**config.mk**
```make
export PLATFORM = sky130hd
export DESIGN_NAME = irq_dest_decoder
export DESIGN_NICKNAME = d
export VERILOG_FILES = /design/src/rtl/irq_dest_pkg.sv /design/src/rtl/irq_dest_match.sv /design/src/rtl/irq_dest_shorthand.sv /design/src/rtl/irq_lowest_pick.sv /design/src/rtl/irq_dest_decoder.sv
export SDC_FILE = /design/constraint.sdc
export NUM_CORES = 1
export LEC_CHECK = 0
export CORE_ASPECT_RATIO = 0.7
export CORE_MARGIN = 1
export CORE_UTILIZATION = 37
export CTS_BUF_LIST = sky130_fd_sc_hd__clkbuf_4 sky130_fd_sc_hd__clkbuf_8
export DETAILED_ROUTE_END_ITERATION = 7
export PLACE_DENSITY = 0.87
export SETUP_SLACK_MARGIN = 0.15
export SYNTH_ARGS = -nofsm -noshare
export SYNTH_HDL_FRONTEND = slang
export SYNTH_HIERARCHICAL = 1
export SYNTH_SLANG_ARGS = --single-unit
```
**constraint.sdc**
```tcl
create_clock -name clk -period 3.46 [get_ports clk]
set_input_delay 0.346 -clock clk [delete_from_list [all_inputs] [get_ports clk]]
set_output_delay 0.346 -clock clk [all_outputs]
set_load 0.01 [all_outputs]
```
**src/rtl/irq_dest_pkg.sv**
```systemverilog
package irq_dest_pkg;

    typedef enum logic [1:0] {
        SH_DEST   = 2'd0,
        SH_SELF   = 2'd1,
        SH_ALL    = 2'd2,
        SH_OTHERS = 2'd3
    } shorthand_e;

    localparam logic [2:0] DLV_LOWEST   = 3'd1;
    localparam logic [3:0] MODEL_FLAT   = 4'hF;
    localparam logic [3:0] MODEL_CLUSTER = 4'h0;
    localparam logic [7:0] DEST_BCAST   = 8'hFF;

    typedef struct packed {
        logic [7:0] dest;
        logic       logical;
        shorthand_e sh;
        logic [2:0] dlv;
    } msg_t;

    function automatic msg_t unpack_msg(input logic [31:0] cmd, input logic [7:0] dest);
        msg_t m;
        m.dest    = dest;
        m.logical = cmd[11];
        m.sh      = shorthand_e'(cmd[19:18]);
        m.dlv     = cmd[10:8];
        return m;
    endfunction

    function automatic logic logical_hit(input logic [7:0] dest,
                                         input logic [7:0] lid,
                                         input logic [3:0] model);
        logic hit;
        case (model)
            MODEL_FLAT:    hit = |(dest & lid);
            MODEL_CLUSTER: hit = (dest[7:4] == lid[7:4]) && (|(dest[3:0] & lid[3:0]));
            default:       hit = 1'b0;
        endcase
        return hit;
    endfunction

endpackage

```
**src/rtl/irq_dest_match.sv**
```systemverilog
module irq_dest_match
    import irq_dest_pkg::*;
#(
    parameter int N_AGENTS = 16
) (
    input  msg_t                   msg,
    input  logic [N_AGENTS*8-1:0]  agent_lid,
    input  logic [N_AGENTS*4-1:0]  agent_model,
    output logic [N_AGENTS-1:0]    addr_mask
);
    for (genvar i = 0; i < N_AGENTS; i++) begin : g_agent
        logic phys_hit;
        logic log_hit;
        assign phys_hit = (msg.dest == DEST_BCAST) || (32'(msg.dest) == i);
        assign log_hit  = logical_hit(msg.dest, agent_lid[i*8 +: 8], agent_model[i*4 +: 4]);
        assign addr_mask[i] = msg.logical ? log_hit : phys_hit;
    end
endmodule

```
**src/rtl/irq_dest_shorthand.sv**
```systemverilog
module irq_dest_shorthand
    import irq_dest_pkg::*;
#(
    parameter int N_AGENTS = 16,
    parameter int SID_W    = $clog2(N_AGENTS)
) (
    input  shorthand_e             sh,
    input  logic [SID_W-1:0]       sender,
    input  logic [N_AGENTS-1:0]    addr_mask,
    output logic [N_AGENTS-1:0]    sel_mask
);
    for (genvar i = 0; i < N_AGENTS; i++) begin : g_sel
        logic is_self;
        assign is_self = (32'(sender) == i);
        always_comb begin
            case (sh)
                SH_DEST:   sel_mask[i] = addr_mask[i];
                SH_SELF:   sel_mask[i] = is_self;
                SH_ALL:    sel_mask[i] = 1'b1;
                default:   sel_mask[i] = !is_self;
            endcase
        end
    end
endmodule

```
**src/rtl/irq_lowest_pick.sv**
```systemverilog
module irq_lowest_pick #(
    parameter int N_AGENTS = 16
) (
    input  logic [N_AGENTS-1:0] mask,
    output logic [N_AGENTS-1:0] onehot,
    output logic                none
);
    // Isolate the least significant set bit with the two's complement trick.
    assign onehot = mask & (~mask + N_AGENTS'(1));
    assign none   = ~|mask;
endmodule

```
**src/rtl/irq_dest_decoder.sv**
```systemverilog
module irq_dest_decoder
    import irq_dest_pkg::*;
#(
    parameter int N_AGENTS = 16,
    parameter int SID_W    = $clog2(N_AGENTS)
) (
    input  logic                   clk,
    input  logic                   rst,
    input  logic                   req_valid,
    input  logic [31:0]            req_cmd,
    input  logic [7:0]             req_dest,
    input  logic [SID_W-1:0]       req_sender,
    input  logic [N_AGENTS*8-1:0]  agent_lid,
    input  logic [N_AGENTS*4-1:0]  agent_model,
    output logic                   resp_valid,
    output logic [N_AGENTS-1:0]    target_mask,
    output logic [N_AGENTS-1:0]    lowpri_onehot,
    output logic                   lowpri_none
);
    msg_t                msg;
    logic [N_AGENTS-1:0] addr_mask;
    logic [N_AGENTS-1:0] sel_mask;
    logic [N_AGENTS-1:0] pick_onehot;
    logic                pick_none;
    logic                is_lowest;

    assign msg       = unpack_msg(req_cmd, req_dest);
    assign is_lowest = (msg.dlv == DLV_LOWEST);

    irq_dest_match #(.N_AGENTS(N_AGENTS)) u_match (
        .msg         (msg),
        .agent_lid   (agent_lid),
        .agent_model (agent_model),
        .addr_mask   (addr_mask)
    );

    irq_dest_shorthand #(.N_AGENTS(N_AGENTS), .SID_W(SID_W)) u_sh (
        .sh        (msg.sh),
        .sender    (req_sender),
        .addr_mask (addr_mask),
        .sel_mask  (sel_mask)
    );

    irq_lowest_pick #(.N_AGENTS(N_AGENTS)) u_pick (
        .mask   (sel_mask),
        .onehot (pick_onehot),
        .none   (pick_none)
    );

    always_ff @(posedge clk) begin
        if (rst) begin
            resp_valid    <= 1'b0;
            target_mask   <= '0;
            lowpri_onehot <= '0;
            lowpri_none   <= 1'b0;
        end else begin
            resp_valid <= req_valid;
            if (req_valid) begin
                target_mask   <= sel_mask;
                lowpri_onehot <= is_lowest ? pick_onehot : '0;
                lowpri_none   <= is_lowest && pick_none;
            end
        end
    end

    // Single target is at most one agent and always inside the mask.
    assert_pick_onehot_R10: assert property (@(posedge clk) disable iff (rst)
        resp_valid |-> $onehot0(lowpri_onehot));
    assert_pick_in_mask_R10: assert property (@(posedge clk) disable iff (rst)
        resp_valid |-> ((lowpri_onehot & ~target_mask) == '0));
    assert_pick_lowest_R10: assert property (@(posedge clk) disable iff (rst)
        (lowpri_onehot != '0) |-> (((lowpri_onehot - N_AGENTS'(1)) & target_mask) == '0));
    assert_none_empty_R11: assert property (@(posedge clk) disable iff (rst)
        lowpri_none |-> (target_mask == '0 && lowpri_onehot == '0));
    assert_self_only_R6: assert property (@(posedge clk) disable iff (rst)
        (req_valid && req_cmd[19:18] == 2'd1) |=>
        (target_mask == (N_AGENTS'(1) << $past(req_sender))));
    assert_others_skip_R8: assert property (@(posedge clk) disable iff (rst)
        (req_valid && req_cmd[19:18] == 2'd3) |=> !target_mask[$past(req_sender)]);
    assert_hold_R12: assert property (@(posedge clk) disable iff (rst)
        !req_valid |=> ($stable(target_mask) && !resp_valid));
endmodule

```
==> Implementation_results.wiki <==
{| class="wikitable"
! Metric !! Value
|-
| Core ar. || roughly 0.010 mm²
|-
| Top cells by count, synth || sky130_fd_sc_hd__ha_1, sky130_fd_sc_hd__a21oi_1, sky130_fd_sc_hd__dfxtp_1, sky130_fd_sc_hd__or4_1
|-
| Count of endpoints failing hold in the final timing report || 0
|-
| Endpoint class of the critical path || flip-flop
|-
| Yosys top cell area share || 0.201
|-
| Register area share after synthesis || 0.171
|-
| Syn-to-layout area delta || 78.9%
|-
| Post-synthesis instance total || 472
|-
| Clock Root Buffer || sky130_fd_sc_hd__clkbuf_8
|-
| Lkg Pwr || approximately 2.8 nW
|-
| Quantity of I/O buffers inserted on ports || about 250
|-
| Clock tree skew after final layout || 0 ns
|-
| Flop-to-flop setup slack || roughly 2.8 ns
|-
| Average vias per placed instance || 5.99
|-
| Number of enable flip-flop cells after synthesis || 0
|-
| Antenna violation net count after detailed routing || 0
|-
| RSZ-0062 raised after global routing || no
|-
| Crit path max-delay cell type || sky130_fd_sc_hd__or4_1
|-
| Die extent in y || just under 90 µm
|-
| Tot Pwr || between 0.001 and 0.0015 W
|-
| Number of global-route vias before repair || just under 5000
|-
| Final layout net count || around 1000
|-
| Required arrival time at the worst endpoint || ~3.6 ns
|-
| Synthesized area || 0.00399 mm²
|-
| TritonCTS clock tree || built
|-
| Remaining design rule violation count || 0
|-
| Post-synth top flop || sky130_fd_sc_hd__dfxtp_1
|-
| Largest buffer count on any clock path || 2
|-
| Number of nets in the synthesized netlist || a little under 800
|-
| Worst min-delay path class || reg -> reg
|-
| Worst Max-Slew Pin Slew || about 1.2 ns
|-
| Post-DR wirelength/cell || roughly 20 µm
|-
| Worst VDD drop || between 0.15 and 0.2 mV
|-
| Starting Density || 0.383
|-
| Family with the most delay on the worst path || simple AND/OR/NAND/NOR gates
|-
| Buf/Inv on CP || 2
|-
| Clock edge transition at the registers on the reported setup and hold paths || around 0.070 ns
|-
| Critical Path AT || 3.29 ns
|-
| Power density over the cells || 198 mW/mm²
|-
| Cts bufs inserted || 5
|-
| Endpoint of the most critical register-to-register path || lowpri_onehot[11]
|-
| I/O pin total || about 270
|-
| Horiz. Die Dim || between 100 and 150 µm
|-
| Routability-driven placement congestion ratio || between 0.8 and 0.9
|-
| Outcome || complete, no violations
|-
| Worst slew slack as a fraction of its limit || 0.209
|-
| Most used standard cell by instance count after synthesis || sky130_fd_sc_hd__ha_1
|-
| First-pass GRT wire length || 24200 µm
|-
| Startpoint of the most critical hold path || lowpri_onehot[12]
|-
| Total number of vias || around 5200
|-
| Avg Cell Area, Syn || approximately 8.5 µm²
|-
| Crit path time final || 3.10 ns
|-
| Total negative slack for setup checks || 0 ns
|-
| Critical path class || in -> reg
|-
| Overall overflow remaining after global route || 0
|-
| Number of placement rows || 31
|-
| Largest cells by area after synthesis || sky130_fd_sc_hd__ha_1, sky130_fd_sc_hd__dfxtp_1, sky130_fd_sc_hd__mux2i_1, sky130_fd_sc_hd__or4_1, sky130_fd_sc_hd__a22oi_1
|-
| Warning count from the yosys run || 6
|-
| Maximum number of pins on one net before global-route repair || 33
|-
| Max-cap violations || 0
|-
| Peak fanout along the critical path || 10
|-
| Fraction of layout cells with a size suffix above 1 || 0.114
|-
| Initial antenna violation count || 0
|-
| Aggregate routed wire length || around 17000 µm
|-
| Setup violators final || 0
|-
| Final period util || 0.896
|-
| Synth unique cells || 46
|-
| Post-detail-place hpwl || roughly 13000 µm
|-
| Number of storage elements in the synthesis netlist || 34
|-
| Maximum achievable frequency || ~320 MHz
|-
| Max Transition Viols Final || 0
|-
| Critical path startpoint category || primary input
|-
| GR Util All Layers || 0.273
|-
| Count of routing violations after the opening detailed-route iteration || between 300 and 400
|-
| Cell taking the most area after synthesis || sky130_fd_sc_hd__ha_1
|-
| Register-to-Register Path Depth || 1
|-
| 1st-pass router iterations || 5
|-
| Quantity of hold-fixing buffers added after cts || 0
|-
| Number of stages on the worst hold path || 1
|-
| Clock sink count || 34
|-
| Hold Path End || lowpri_onehot[12]
|-
| Proportion of synthesized flip-flops having asynchronous set or reset || 0
|-
| Area of the die || approximately 0.011 mm²
|-
| Cells along the critical path || clkdlybuf4s50_1 -> ha_1 -> or4_1 -> o21ai_0 -> nand2_1 -> a21oi_1 -> a21oi_1 -> mux2i_1 -> or4_1 -> buf_12 -> nor3_1 -> nor2b_1 -> a32o_1
|-
| Max stage delay on crit path || about 0.52 ns
|-
| Deepest level of the CTS H-tree || 2
|-
| Final antenna diode count || 0
|-
| Launch point of the worst reg-to-reg path || lowpri_onehot[11]
|-
| Clock latency on the worst-skew pair || between 0.2 and 0.3 ns
|}
[where the power goes]
| part | switching (W) | internal, W | total, W |
|---|---|---|---|
| combinational | 0.000276 | 0.000403 | 0.000679 |
| sequential | 0.00000727 | 0.000406 | 0.000413 |
| clock | 0.000151 | 0.000168 | 0.000319 |
| total | 0.000434 | 0.000977 | 0.00141 |
[cell families after synthesis]
group | share of synthesized area
compound gates | 0.220
fa+ha+maj | 0.201
buf+inv | 0.0451
flops | 0.171
mux | 0.0803
simple gates | 0.283
[how the worst max path moves through the flow]
stage / cells past startpoint / slack, ns / to / from
detailed placement: 13 / -0.17 / lowpri_onehot[11] / req_dest[7]
global route: 13 / 0.18 / lowpri_none / req_dest[2]
CTS: 13 / 0.13 / lowpri_onehot[11] / req_dest[7]
floorplan: 11 / 0.72 / lowpri_onehot[15] / agent_lid[127]
finish: 13 / 0.36 / lowpri_onehot[10] / agent_lid[23]
global placement: 13 / -0.08 / lowpri_onehot[11] / req_dest[7]
[metal layers]
metal,up-vias,share of wire,global-route usage
li1,2454,-,-
met1,2459,0.41,0.317
met2,286,0.48,0.518
met3,49,0.082,0.0521
met4,0,0.026,0.0821
met5,-,0,0
[placed cells by master, fill, tap and decap left out, types with 3 or more instances in the layout]
cell	instances
sky130_fd_sc_hd__clkdlybuf4s50_1	242
sky130_fd_sc_hd__ha_1	64
sky130_fd_sc_hd__a21oi_1	41
sky130_fd_sc_hd__buf_4	36
sky130_fd_sc_hd__dfxtp_1	34
sky130_fd_sc_hd__or4_1	33
sky130_fd_sc_hd__a22oi_1	32
sky130_fd_sc_hd__mux2i_1	31
sky130_fd_sc_hd__nor2_1	30
sky130_fd_sc_hd__nand4_1	19
sky130_fd_sc_hd__nor4_1	19
sky130_fd_sc_hd__nand2_1	18
sky130_fd_sc_hd__a32o_1	17
sky130_fd_sc_hd__o211ai_1	15
sky130_fd_sc_hd__nor2b_1	11
sky130_fd_sc_hd__o21ai_0	11
sky130_fd_sc_hd__and2b_1	9
sky130_fd_sc_hd__buf_12	7
sky130_fd_sc_hd__clkbuf_8	6
sky130_fd_sc_hd__nor3_1	6
sky130_fd_sc_hd__nor4_2	5
sky130_fd_sc_hd__clkbuf_16	4
sky130_fd_sc_hd__dlymetal6s2s_1	4
sky130_fd_sc_hd__o21ai_1	4
sky130_fd_sc_hd__a31oi_1	4
sky130_fd_sc_hd__or4_4	3
sky130_fd_sc_hd__a21oi_2	3
sky130_fd_sc_hd__inv_1	3
[flip-flops by register name, indices dropped and copies added, names as in the netlist]
| register | cells |
|---|---|
| lowpri_none | 1 |
| lowpri_onehot | 16 |
| resp_valid | 1 |
| target_mask | 16 |
[what timing repair did]
action / in CTS / in global routing
pin swaps: 0 / 2
gates resized for setup: 1 / 19
setup buffers: 1 / 0
cloned: 0 / 4
setup endpoints to repair: 2 / 14
[stage by stage]
step / utilization / setup WS, ns / cells / hold WS [ns] / cell area [µm²]
floorplan: - / 0.723 / 472 / 0.510 / 3990
global placement: 0.657 / -0.0827 / 863 / 0.452 / 6860
CTS: 0.667 / 0.129 / 872 / 0.476 / 6960
finish: 0.684 / 0.359 / 876 / 0.471 / 7140
global route: 0.684 / 0.176 / 876 / 0.496 / 7140
detailed placement: 0.657 / -0.168 / 863 / 0.460 / 6860
[layout make-up]
| class | instances | area [µm²] |
|---|---|---|
| Tap cell | 132 | 165 |
| Multi-Input combinational cell | 405 | 3200 |
| Clock inverter | 1 | 5.00 |
| Fill cell | 765 | 3290 |
| Clock buffer | 7 | 90.1 |
| Inverter | 4 | 15.0 |
| Timing Repair Buffer | 293 | 2980 |
| Sequential cell | 34 | 681 |
(Power assumes the default switching activity.)
